==> src/rtl/smb_stat_pkg.sv <==
package smb_stat_pkg;
  localparam int unsigned STAT_W   = 8;
  localparam int unsigned B_BUSY   = 0;
  localparam int unsigned B_DONE   = 1;
  localparam int unsigned B_DEVERR = 2;
  localparam int unsigned B_BUSERR = 3;
  localparam int unsigned B_FAILED = 4;
  localparam int unsigned B_ALERT  = 5;
  localparam int unsigned B_INUSE  = 6;
  localparam int unsigned B_BYTE   = 7;
  localparam logic [STAT_W-1:0] IRQ_MASK = 8'b0011_1110;
  localparam logic [STAT_W-1:0] W1C_MASK = 8'b1011_1110;

  typedef struct packed {
    logic byte_done;
    logic alert;
    logic failed;
    logic bus_err;
    logic dev_err;
    logic done;
  } stat_ev_t;
endpackage

==> src/rtl/smb_w1c_bit.sv <==
module smb_w1c_bit (
  input  logic clk_i,
  input  logic rst_ni,
  input  logic set_i,
  input  logic clr_i,
  output logic q_o
);
  // set has priority over clear
  always_ff @(posedge clk_i or negedge rst_ni) begin
    if (!rst_ni)     q_o <= 1'b0;
    else if (set_i)  q_o <= 1'b1;
    else if (clr_i)  q_o <= 1'b0;
  end
endmodule

==> src/rtl/smb_inuse_sem.sv <==
module smb_inuse_sem (
  input  logic clk_i,
  input  logic rst_ni,
  input  logic rd_i,
  input  logic rel_i,
  output logic q_o
);
  always_ff @(posedge clk_i or negedge rst_ni) begin
    if (!rst_ni)     q_o <= 1'b0;
    else if (rel_i)  q_o <= 1'b0;
    else if (rd_i)   q_o <= 1'b1;
  end
endmodule

==> src/rtl/smb_irq_gen.sv <==
module smb_irq_gen #(
  parameter int unsigned W = 8,
  parameter logic [W-1:0] MASK = '1
) (
  input  logic         clk_i,
  input  logic         rst_ni,
  input  logic [W-1:0] stat_i,
  output logic         irq_o
);
  always_ff @(posedge clk_i or negedge rst_ni) begin
    if (!rst_ni) irq_o <= 1'b0;
    else         irq_o <= |(stat_i & MASK);
  end
endmodule

==> src/rtl/smb_host_status.sv <==
module smb_host_status
  import smb_stat_pkg::*;
#(
  parameter int unsigned ADDR_W = 8,
  parameter logic [ADDR_W-1:0] REG_OFFSET = '0
) (
  input  logic              clk_i,
  input  logic              rst_ni,
  input  logic              rsm_rst_ni,
  input  logic [ADDR_W-1:0] addr_i,
  input  logic              wr_en_i,
  input  logic [STAT_W-1:0] wdata_i,
  input  logic              rd_en_i,
  output logic [STAT_W-1:0] rdata_o,
  input  logic              byte_done_i,
  input  logic              alert_i,
  input  logic              alert_is_gpio_i,
  input  logic              kill_done_i,
  input  logic              collision_i,
  input  logic              illegal_cmd_i,
  input  logic              unclaimed_i,
  input  logic              timeout_i,
  input  logic              cmd_done_i,
  input  logic              intr_en_i,
  input  logic              busy_i,
  output logic              irq_o
);
  logic              sel;
  logic              wr_hit;
  logic              rd_hit;
  stat_ev_t          ev;
  logic [STAT_W-1:0] set_vec;
  logic [STAT_W-1:0] clr_vec;
  logic [STAT_W-1:0] stat_q;
  logic              unused_bits;

  assign sel    = (addr_i == REG_OFFSET);
  assign wr_hit = wr_en_i && sel;
  assign rd_hit = rd_en_i && sel;

  always_comb begin
    ev.byte_done = byte_done_i;
    ev.alert     = alert_i && !alert_is_gpio_i;
    ev.failed    = kill_done_i;
    ev.bus_err   = collision_i;
    ev.dev_err   = illegal_cmd_i || unclaimed_i || timeout_i;
    ev.done      = cmd_done_i && intr_en_i;
  end

  always_comb begin
    set_vec           = '0;
    set_vec[B_BYTE]   = ev.byte_done;
    set_vec[B_ALERT]  = ev.alert;
    set_vec[B_FAILED] = ev.failed;
    set_vec[B_BUSERR] = ev.bus_err;
    set_vec[B_DEVERR] = ev.dev_err;
    set_vec[B_DONE]   = ev.done;
  end

  assign clr_vec = {STAT_W{wr_hit}} & wdata_i & W1C_MASK;

  for (genvar i = 0; i < STAT_W; i++) begin : g_bit
    if (W1C_MASK[i]) begin : g_w1c
      if (i == B_ALERT) begin : g_rsm
        smb_w1c_bit u_bit (
          .clk_i  (clk_i),
          .rst_ni (rsm_rst_ni),
          .set_i  (set_vec[i]),
          .clr_i  (clr_vec[i]),
          .q_o    (stat_q[i])
        );
      end else begin : g_main
        smb_w1c_bit u_bit (
          .clk_i  (clk_i),
          .rst_ni (rst_ni),
          .set_i  (set_vec[i]),
          .clr_i  (clr_vec[i]),
          .q_o    (stat_q[i])
        );
      end
    end
  end

  smb_inuse_sem u_sem (
    .clk_i  (clk_i),
    .rst_ni (rst_ni),
    .rd_i   (rd_hit),
    .rel_i  (wr_hit && wdata_i[B_INUSE]),
    .q_o    (stat_q[B_INUSE])
  );

  assign stat_q[B_BUSY] = busy_i;
  assign unused_bits = ^{set_vec[B_BUSY], set_vec[B_INUSE], clr_vec[B_BUSY], clr_vec[B_INUSE]};

  smb_irq_gen #(
    .W    (STAT_W),
    .MASK (IRQ_MASK)
  ) u_irq (
    .clk_i  (clk_i),
    .rst_ni (rst_ni),
    .stat_i (stat_q),
    .irq_o  (irq_o)
  );

  assign rdata_o = stat_q;
endmodule

==> config.mk <==
export PLATFORM = sky130hd
export DESIGN_NAME = smb_host_status
export DESIGN_NICKNAME = d
export VERILOG_FILES = /design/src/rtl/smb_stat_pkg.sv /design/src/rtl/smb_w1c_bit.sv /design/src/rtl/smb_inuse_sem.sv /design/src/rtl/smb_irq_gen.sv /design/src/rtl/smb_host_status.sv
export SDC_FILE = /design/constraint.sdc
export NUM_CORES = 1
export LEC_CHECK = 0
export BUFFER_PORTS_ARGS = -buffer_cell sky130_fd_sc_hd__buf_2
export CAP_MARGIN = 25
export CORE_AREA = 2 2 39 41
export DETAILED_ROUTE_END_ITERATION = 10
export DIE_AREA = 0 0 41 43
export GPL_TIMING_DRIVEN = 0
export PLACE_DENSITY = 0.77
export SLEW_MARGIN = 30
export SYNTH_ARGS = -nofsm -noshare
export SYNTH_HDL_FRONTEND = slang
export SYNTH_HIERARCHICAL = 1
export SYNTH_SLANG_ARGS = --single-unit
==> constraint.sdc <==
create_clock -name clk_i -period 1.2 [get_ports clk_i]
set_input_delay 0.18 -clock clk_i [delete_from_list [all_inputs] [get_ports clk_i]]
set_output_delay 0.18 -clock clk_i [all_outputs]
set_load 0.05 [all_outputs]
After elaboration in Yosys (flattened, before gate mapping)
Index checks and enable logic that the tools add are counted.
W data, S select, Z words.
- add/sub/neg operators: 0
- eq/ne operators: 0
- multiplexer cells: 14
- order comparisons: 0
- bitwise operators: 1
- reduce and logical (&&, ||, !) cells: 17
- shift operators: 0
- div/mod/pow operators: 0
- multiply operators: 0
- operators by type and width (kind ; number):
    $mux W1 ; 14
    $reduce_bool A2 Y1 ; 7
    $and A8 B8 Y8 ; 1
    $logic_not A8 Y1 ; 1
    $logic_and A1 B1 Y1 ; 5
    $reduce_or A5 Y1 ; 1
    $logic_or A1 B1 Y1 ; 2
    $logic_not A1 Y1 ; 1
- memory bits (read-only): 0
- output and inout bits: 9
- bits in latches: 0
- bits of input ports: 32
- word-level logic and storage cells: 40
- flip-flop bits (word level): 8
- RAM bits: 0
- memories: 0

Longest topological paths before layout
Gate-level depths: netlist (run 1).
- depth in word-level cells: 5
- depth in mapped cells: 5
- depth with buffers taken out: 4

Hierarchy
Netlist (run 1), hierarchy kept.
- modules (own cells, without submodules) (module ; area each (µm²) ; cells an instance ; seq. area each (µm²) ; times used):
    smb_w1c_bit ; 36.3 ; 3 ; 25.0 ; 6
    smb_host_status ; 173.9 ; 24 ; 0.0 ; 1
    smb_irq_gen ; 37.5 ; 4 ; 25.0 ; 1
    smb_inuse_sem ; 35.0 ; 2 ; 25.0 ; 1

Worst setup path after synthesis (run 1)
OpenSTA, ideal clock, no wires.
- path kind: input to register
- start: input port addr_i[1]
- end: register g_bit[5].g_w1c.g_rsm.u_bit.q_o
- data required time: 1.082 ns
- cell stages on the path: 5
- path buffers: 1
- library setup time: 0.118 ns
- setup slack: -0.103 ns
- arrival: 1.185 ns
- cells stage by stage: or4_1 -> buf_4 -> nor3_2 -> inv_1 -> a21o_1
- longest elaborated chain between the ends: 4
- ends and longest elaborated chain (what ; line ; source):
    start: declaration ; smb_host_status.sv:10 ; input logic [ADDR_W-1:0] addr_i,
    $logic_not A8 Y1 ; smb_host_status.sv:37 ; assign sel = (addr_i == REG_OFFSET);
    $logic_and A1 B1 Y1 ; smb_host_status.sv:38 ; assign wr_hit = wr_en_i && sel;
    $and A8 B8 Y8 ; smb_host_status.sv:60 ; assign clr_vec = {STAT_W{wr_hit}} & wdata_i & W1C_MASK;
    named net clr_vec[5] ; smb_host_status.sv:33 ; logic [STAT_W-1:0] clr_vec;
    $reduce_bool A2 Y1 (no source line) ; -- ;
    end signal: assignment ; smb_w1c_bit.sv:10 ; if (!rst_ni) q_o <= 1'b0;
    end signal: assignment ; smb_w1c_bit.sv:11 ; else if (set_i) q_o <= 1'b1;
    end signal: assignment ; smb_w1c_bit.sv:12 ; else if (clr_i) q_o <= 1'b0;
    end: declaration ; smb_w1c_bit.sv:6 ; output logic q_o
The timed path passes the listed nets, and every way through them passes these cells.
A chain may end at the register's enable or synchronous reset.

Worst setup path after layout (run 1)
- start: input port addr_i[1]
- end: register g_bit[4].g_w1c.g_main.u_bit.q_o
- longest elaborated chain between the ends: 4
- ends and longest elaborated chain (what ; line):
    $logic_not A8 Y1 ; smb_host_status.sv:37
    $logic_and A1 B1 Y1 ; smb_host_status.sv:38
    $and A8 B8 Y8 ; smb_host_status.sv:60
    named net clr_vec[4] ; smb_host_status.sv:33
    $reduce_bool A2 Y1 (no source line) ; --
    end signal: assignment ; smb_w1c_bit.sv:10
    end signal: assignment ; smb_w1c_bit.sv:11
    end signal: assignment ; smb_w1c_bit.sv:12
    end: declaration ; smb_w1c_bit.sv:6
The timed path passes the listed nets, and every way through them passes these cells.

==> results.json, run 1 <==
{
  "hp-class": "in -> reg",
  "syn2layout_area_growth_pct": 56.1,
  "placed_cells": 102,
  "postCtsSetupBuffers": 0,
  "cts_max_path_buffers": 2,
  "synth-compound-area-share_pct": 11.9,
  "totalWireLength_um": 1050,
  "fmax_ghz": 0.857,
  "p_per_area_nw_per_um2": 813,
  "fin_crit_sh_pct": 97.2,
  "yosys-top-cells-count": "dfrtp_1, nand2_1, nor3_2, inv_1, a21o_1",
  "fin_util_pct": 52.4,
  "clk_latency_ps": 250,
  "hold_violations": 0,
  "wire_per_inst_um": 9.83,
  "antenna_found_initial": 0,
  "maxSlewViolCount": 0,
  "cp.arrival_ps": 1300,
  "syn_area_um2": 464,
  "die_y_um": 43,
  "worst_slew_pin_slew_ps": 255,
  "ys_ff_latch": 8,
  "critPathCaptureType": "flop",
  "rsz0062_at_grt": "no",
  "synth_edf_count": 0,
  "coreArea_um2": 1380,
  "antenna_left": 0,
  "num_rows": 14,
  "n_antenna_cell": 0,
  "grt_pass1_vias": 473,
  "grt_max_degree": 9,
  "grt_util_all_layers_pct": 16.3,
  "synth.distinct_cells": 15,
  "synthXorXnorAreaFrac_pct": 0,
  "synthArstFlopShare_pct": 100,
  "cp_top_family": "simple AND/OR/NAND/NOR gates",
  "start_kind": "input port",
  "setup_viol": 0,
  "crit_buf_inv": 3,
  "worst_slack_ps": 33.1,
  "dr_total_vias": 483,
  "outcome": "finished clean",
  "final_cell_count_no_fill": 107,
  "netlist_instances": 48,
  "cap_violations": 0,
  "synth_top_family_by_area": "simple AND/OR/NAND/NOR gates",
  "drive_gt1_share_pct": 59.3,
  "cts_buffers": 3,
  "via_per_inst": 4.51,
  "slowest_stage": "or4_4",
  "grt_overflow": 0,
  "io_buffers": 38,
  "seq_area_frac_synth_pct": 43.1,
  "worstPathCellList": "buf_2 -> or4_4 -> buf_6 -> nor3_2 -> inv_1 -> a21o_1",
  "vdd_drop_max_mv": 0.282,
  "yosysTopAreaCellShare_pct": 43.1,
  "holdWs_ps": 103,
  "drc_errors": 0,
  "nNetsFinal": 125,
  "finalWeightedCongestion": 0.740,
  "clock-sinks": 8,
  "cp_max_fo": 8,
  "htreeDepth": 1,
  "die_area_um2": 1760,
  "yosys_most_used_dff": "dfrtp_1",
  "start_util_pct": 33.5,
  "grt_pass1_wl_um": 1890,
  "post-place-ws_ps": -237,
  "drt_iter0_markers": 2,
  "synthMuxAreaShare_pct": 0,
  "clk_pin_slew_ps": 60,
  "p_leak_nw": 0.306,
  "tritoncts": "built",
  "io_pins": 41,
  "syn_area_per_cell_um2": 9.67,
  "path_class": "in -> reg",
  "cts_resized": 0,
  "cts-root-buf": "clkbuf_4",
  "firstDrtPassIters": 2,
  "synth_area_leaders": "dfrtp_1, nor3_2, a21o_1, nand2_1, inv_1",
  "die_w_um": 41,
  "slew_headroom_pct": 83.1,
  "synth_nets": 80,
  "synth_largest_area_cell": "dfrtp_1",
  "finClkSkew_ps": 4.97,
  "synthAdderAreaFrac_pct": 0,
  "min_period_ps": 1170,
  "synth-simple-area-share_pct": 33.7,
  "ys.warnings.count": 6,
  "max_stage_delay_ps": 520,
  "crit_required_ps": 1340,
  "tns_ps": 0
}
==> stage by stage <==
stage               total power, mW  cell area (um^2)
floorplan                     0.326               472
global placement              0.383               682
detailed placement            0.385               682
CTS                           0.601               724
global route                  0.635               724
finish                        0.589               724
==> per-layer routing <==
layer | GRT usage, % | vias up | wire length [um]
met3 | 4.71 | 2 | 84
li1 | - | 244 | -
met4 | 12.0 | 0 | 19
met1 | 15.3 | 212 | 388
met2 | 27.5 | 25 | 560
met5 | 0 | - | 0
==> final cells by class <==
class                   instances  area [um^2]
plain buffers                   3         30.0
inverters                       7         26.3
multi-input cells              30          215
fillers                       145          659
repair buffers                 40          210
clock buffers                   3         22.5
flip-flops and latches          8          200
well taps                      16         20.0
==> where the power goes <==
part	internal (mW)	leakage, nW	switching, mW
Sequential	0.273	0.0749	0.00190
Combinational	0.0554	0.217	0.0530
Clock	0.114	0.0138	0.0915
Total	0.443	0.306	0.146
==> logic make-up (layout without fill, tap and decap cells) <==
kind of cell	Yosys count	after routing
simple gates	23	23
buf+inv	10	53
flops	8	8
compound gates	7	7
==> sequential cells by signal, summed over array words and instances, names as in the netlist <==
register	cells
g_bit.g_w1c.g_main.u_bit/q_o	5
g_bit.g_w1c.g_rsm.u_bit/q_o	1
u_irq/irq_o	1
u_sem/q_o	1
==> layout by cell type, fill, tap and decap left out, drive strengths merged <==
cell and count:
buf 41, nor3 9, nand2 8, dfrtp 8
inv 7, a21o 6, clkbuf 3, or4 2
dlygate4sd3 2, nor2b 1, or3 1, and2 1
nor2 1, o21ba 1
==> worst paths after layout <==
check | startpoint | endpoint | slack (ps) | cells after the start
worst max-delay path | addr_i[1] | g_bit[4].g_w1c.g_main.u_bit/q_o | 30 | 6
worst min-delay path | byte_done_i | g_bit[7].g_w1c.g_main.u_bit/q_o | 100 | 2
worst max register to register | g_bit[5].g_w1c.g_rsm.u_bit/q_o | u_irq/irq_o | 420 | 2
worst min register to register | g_bit[7].g_w1c.g_main.u_bit/q_o | g_bit[7].g_w1c.g_main.u_bit/q_o | 490 | 1
max in group asynchronous | rst_ni | u_irq/irq_o | 750 | 2
min in group asynchronous | rsm_rst_ni | g_bit[5].g_w1c.g_rsm.u_bit/q_o | 230 | 2
==> repair_timing <==
| action | CTS | global route |
|---|---|---|
| endpoints found under the hold margin | 8 | 0 |
| endpoints found under the setup margin | 0 | 0 |
| hold buffers | 2 | 0 |
Note: power is estimated with default switching activity, not from simulation.
==> run 2: changes to the inputs <==
--- a/config.mk
+++ b/config.mk
@@ -12,6 +12,7 @@
 export DIE_AREA = 0 0 41 43
 export GPL_TIMING_DRIVEN = 0
 export PLACE_DENSITY = 0.77
+export RECOVER_POWER = 100
 export SLEW_MARGIN = 30
 export SYNTH_ARGS = -nofsm -noshare
 export SYNTH_HDL_FRONTEND = slang
==> run 2 against run 1 <==
Highest routed layer unchanged. Setup slack about the same. Critical path type unchanged. Worst hold slack is essentially flat. Cell count stayed put. Utilization fell by 0.45 points.
==> results.json, run 2 (synthesis gave the netlist of run 1 again) <==
{
  "tritoncts": "built",
  "firstDrtPassIters": 2,
  "via_per_inst": 4.51,
  "crit_required_ps": 1340,
  "antenna_left": 0,
  "num_rows": 14,
  "maxSlewViolCount": 0,
  "final_cell_count_no_fill": 107,
  "io_pins": 41,
  "placed_cells": 102,
  "grt_util_all_layers_pct": 16.3,
  "io_buffers": 38,
  "finalWeightedCongestion": 0.740,
  "rrSetupSlack_ps": 420,
  "drc_errors": 0,
  "htreeDepth": 1,
  "n_antenna_cell": 0,
  "grt_pass1_vias": 473,
  "cp.arrival_ps": 1300,
  "rsz0062_at_grt": "no",
  "totalWireLength_um": 1050,
  "dr_total_vias": 483,
  "fin_crit_sh_pct": 97.2,
  "cts-root-buf": "clkbuf_4",
  "drt_iter0_markers": 2,
  "slew_headroom_pct": 61.1,
  "cp_max_fo": 8,
  "start_util_pct": 33.5,
  "power_uw": 588,
  "clock-sinks": 8,
  "drive_gt1_share_pct": 57.1,
  "hp-class": "in -> reg",
  "critPathCaptureType": "flop",
  "vdd_drop_max_mv": 0.282,
  "die_y_um": 43,
  "mostFrequentLayoutCells": "buf_2, nand2_1, nor3_2, dfrtp_1, clkbuf_2",
  "start_kind": "input port",
  "p_leak_nw": 0.308,
  "coreArea_um2": 1380,
  "clk_pin_slew_ps": 60,
  "worst_slew_pin_slew_ps": 586,
  "fmax_ghz": 0.857,
  "grt_pass1_wl_um": 1890,
  "largest_reg_flops": 5,
  "clk_latency_ps": 250,
  "cts_buffers": 3,
  "wire_per_inst_um": 9.80,
  "die_area_um2": 1760,
  "hold_violations": 0,
  "setup_viol": 0,
  "outcome": "finished clean",
  "path_class": "in -> reg",
  "min_period_ps": 1170,
  "syn2layout_area_growth_pct": 54.7,
  "p_per_area_nw_per_um2": 818,
  "final_common_cell": "buf_2",
  "cap_violations": 0,
  "finClkSkew_ps": 5.05,
  "nNetsFinal": 125,
  "die_w_um": 41,
  "top_register": "g_bit.g_w1c.g_main.u_bit/q_o",
  "antenna_found_initial": 0,
  "grt_max_degree": 9,
  "grt_overflow": 0,
  "cts_max_path_buffers": 2
}
run 2: cell types whose count changed in the layout (fill, tap and decap cells not counted):
cell / change
buf_2: -10
clkbuf_2: +8
buf_4: +1
clkbuf_1: +2
buf_6: -1
run 2: routing by layer:
layer  wire length [um]  global-route usage (%)  vias up
met5                  0                       0        -
met4                 19                    12.0        0
met3                 86                    4.71        2
met2                560                    27.5       25
met1                381                    15.3      213
li1                   -                       -      243
run 2: where the power goes:
group,internal (mW),switching (mW)
sequential,0.273,0.00203
clock,0.114,0.0915
combinational,0.0537,0.0529
total,0.441,0.146
run 2: area by class of cell:
| cell class | count | area [um^2] |
|---|---|---|
| buffer | 3 | 26.3 |
| clock buffer | 3 | 22.5 |
| fill | 148 | 666 |
| inverter | 7 | 26.3 |
| multi-input combinational | 30 | 215 |
| sequential | 8 | 200 |
| tap | 16 | 20.0 |
| timing repair buffer | 40 | 208 |
run 2: per-stage QoR:
stage	utilization, %	TNS (ps)	cell area (um^2)	worst slack (ps)	hold WS [ps]
after floorplan	-	-508	472	-79.9	-116
after global placement	49.3	-1380	682	-211	-42.3
after detailed placement	49.3	-1470	682	-237	-44.6
after CTS	52.4	0	724	31.4	99.9
after global routing	51.9	0	718	3.75	98.6
final	51.9	0	718	33.0	103
run 2: worst max-delay path, stage by stage:
cell    delay [ps]
buf_2           90
or4_4          520
buf_6          160
nor3_2         150
inv_1           50
a21o_1         150
run 2: final timing paths:
| path | startpoint | to | cells after the start |
|---|---|---|---|
| max | addr_i[1] | g_bit[4].g_w1c.g_main.u_bit/q_o | 6 |
| min | byte_done_i | g_bit[7].g_w1c.g_main.u_bit/q_o | 2 |
| max reg2reg | g_bit[5].g_w1c.g_rsm.u_bit/q_o | u_irq/irq_o | 2 |
| min reg2reg | g_bit[7].g_w1c.g_main.u_bit/q_o | g_bit[7].g_w1c.g_main.u_bit/q_o | 1 |
| max in group asynchronous | rst_ni | u_irq/irq_o | 2 |
| min in group asynchronous | rsm_rst_ni | g_bit[5].g_w1c.g_rsm.u_bit/q_o | 2 |
run 2: timing repair:
action	4_1_cts	5_1_grt
hold buffers	2	0
endpoints found under the hold margin	8	0
buffers inserted	0	0
gates resized for setup	0	0
==> run 3: changes to the inputs <==
--- a/config.mk
+++ b/config.mk
@@ -7,11 +7,11 @@
 export LEC_CHECK = 0
 export BUFFER_PORTS_ARGS = -buffer_cell sky130_fd_sc_hd__buf_2
 export CAP_MARGIN = 25
-export CORE_AREA = 2 2 39 41
+export CORE_MARGIN = 2
+export CORE_UTILIZATION = 30
 export DETAILED_ROUTE_END_ITERATION = 10
-export DIE_AREA = 0 0 41 43
 export GPL_TIMING_DRIVEN = 0
-export PLACE_DENSITY = 0.77
+export PLACE_DENSITY = 0.68
 export RECOVER_POWER = 100
 export SLEW_MARGIN = 30
 export SYNTH_ARGS = -nofsm -noshare
==> run 3 against run 2 <==
First-iteration DRC count grew 50%. Sequential share of layout area rose by 0.70 points. Global-route usage fell by 3.3 points. Sequential power about the same. Flip-flop and latch count did not move. Critical path depth is 1 lower. Maximum frequency grew 2.1%. Clock power down 3%. Utilization fell by 4.3 points. Largest cell class unchanged. Largest power group unchanged. Highest routed layer unchanged.
==> results.json, run 3 (synthesis gave the netlist of run 1 again) <==
{
  "outcome": "finished clean",
  "antenna_left": 0,
  "fin_crit_sh_pct": 95.2,
  "n_antenna_cell": 0,
  "cp.arrival_ps": 1290,
  "finalWeightedCongestion": 0.645,
  "multi_input_area_um2": 205,
  "min_to": "g_bit[7].g_w1c.g_main.u_bit/q_o",
  "critPathCaptureType": "flop",
  "maxSlewViolCount": 0,
  "cap_violations": 0,
  "die_area_um2": 1880,
  "power_uw": 579,
  "clk_latency_ps": 250,
  "clock-sinks": 8,
  "worst_slew_pin_slew_ps": 585,
  "fmax_ghz": 0.875,
  "rsz0062_at_grt": "no",
  "fin_util_pct": 47.6,
  "final_common_cell": "buf_2",
  "start_util_pct": 31.5,
  "regArea_um2": 200,
  "path_class": "in -> reg",
  "via_per_inst": 4.52,
  "die_y_um": 43.3,
  "htreeDepth": 1,
  "rr_startpoint": "g_bit[5].g_w1c.g_rsm.u_bit/q_o",
  "grt_util_all_layers_pct": 13.1,
  "crit_required_ps": 1340,
  "cts_max_path_buffers": 2,
  "start_kind": "input port",
  "mostFrequentLayoutCells": "buf_2, nand2_1, dfrtp_1, clkbuf_2, inv_1",
  "cts_buffers": 3,
  "top_register": "g_bit.g_w1c.g_main.u_bit/q_o",
  "postCtsSetupBuffers": 0,
  "antenna_found_initial": 0,
  "clk_pin_slew_ps": 50,
  "drive_gt1_share_pct": 54.4,
  "cp_max_fo": 8,
  "drt_iter0_markers": 3,
  "dr_total_vias": 479,
  "nNetsFinal": 124,
  "min_path_cells": 2,
  "cts-root-buf": "clkbuf_4",
  "die_w_um": 43.3,
  "worstHoldStart": "byte_done_i",
  "hold_violations": 0,
  "largest_reg_flops": 5,
  "final_cell_area_um2": 701,
  "tritoncts": "built",
  "grt_overflow": 0,
  "slew_headroom_pct": 61.2,
  "grt_pass1_wl_um": 1810,
  "wire_per_inst_um": 9.42,
  "finClkSkew_ps": 3.59,
  "syn2layout_area_growth_pct": 50.9,
  "post-place-ws_ps": -227,
  "io_buffers": 38,
  "grt_pass1_vias": 476,
  "dpl-instance-area_um2": 682,
  "vdd_drop_max_mv": 0.487,
  "setup_viol": 0,
  "rrSetupSlack_ps": 440,
  "rr_endpoint": "u_irq/irq_o",
  "hp-class": "in -> reg",
  "drc_errors": 0,
  "totalWireLength_um": 999,
  "p_leak_nw": 0.303,
  "min_period_ps": 1140,
  "grt_max_degree": 9,
  "firstDrtPassIters": 3,
  "num_rows": 14,
  "coreArea_um2": 1470,
  "worst_slack_ps": 57.1,
  "io_pins": 41,
  "dp_hpwl_um": 850,
  "fill_cells": 168,
  "p_per_area_nw_per_um2": 827,
  "worst_r2r_path_depth": 2
}
==> run 3: changes by cell type in the layout (fill, tap and decap cells not counted) <==
cell    delta
buf_4      -1
nor3_2     -2
nor3_1     +2
==> run 3: cell type report <==
class,count,area share (%)
timing repair buffer,40,29.6
multi-input combinational,30,29.3
sequential,8,28.6
inverter,7,3.75
clock buffer,3,3.21
tap,16,2.86
buffer,2,2.68
==> run 3: routing by layer <==
metal | up-vias | part of all wire, % | wire (um) | global-route usage, %
met5 | - | 0 | 0 | 0
met4 | 0 | 1.2 | 12 | 5.45
met3 | 2 | 7.4 | 74 | 5.00
met2 | 22 | 53 | 529 | 23.6
met1 | 213 | 38 | 383 | 13.4
li1 | 242 | - | - | -
==> run 3: critical path, stage by stage <==
cell and delay, ps:
buf_2 100, or4_4 610, nor3_1 190, inv_1 60, a21o_1 150
==> run 3: how the worst max path moves through the flow <==
| stage | slack (ps) | from | endpoint | cells past startpoint |
|---|---|---|---|---|
| after global routing | 20 | addr_i[1] | g_bit[7].g_w1c.g_main.u_bit/q_o | 5 |
| after global placement | -210 | addr_i[1] | g_bit[4].g_w1c.g_main.u_bit/q_o | 6 |
| after floorplan | -80 | addr_i[1] | g_bit[5].g_w1c.g_rsm.u_bit/q_o | 5 |
| after CTS | 40 | addr_i[1] | g_bit[3].g_w1c.g_main.u_bit/q_o | 6 |
| final | 60 | addr_i[1] | g_bit[5].g_w1c.g_rsm.u_bit/q_o | 5 |
| after detailed placement | -230 | addr_i[1] | g_bit[3].g_w1c.g_main.u_bit/q_o | 6 |
==> run 3: timing repair <==
item	in CTS	in global routing
hold endpoints to repair	8	0
setup endpoints to repair	0	2
resized for setup	0	0
hold buffers	2	0
==> run 3: metrics by stage <==
| stage | setup TNS (ps) | hold WS [ps] | instances |
|---|---|---|---|
| after floorplan | -508 | -116 | 48 |
| after global placement | -1390 | -42.3 | 102 |
| after detailed placement | -1480 | -42.9 | 102 |
| after CTS | 0 | 103 | 107 |
| after global routing | 0 | 103 | 106 |
| final | 0 | 110 | 106 |
==> run 3: where the power goes <==
part | internal, mW | switching [mW]
registers | 0.273 | 0.00188
clock network | 0.114 | 0.0856
logic | 0.0527 | 0.0517
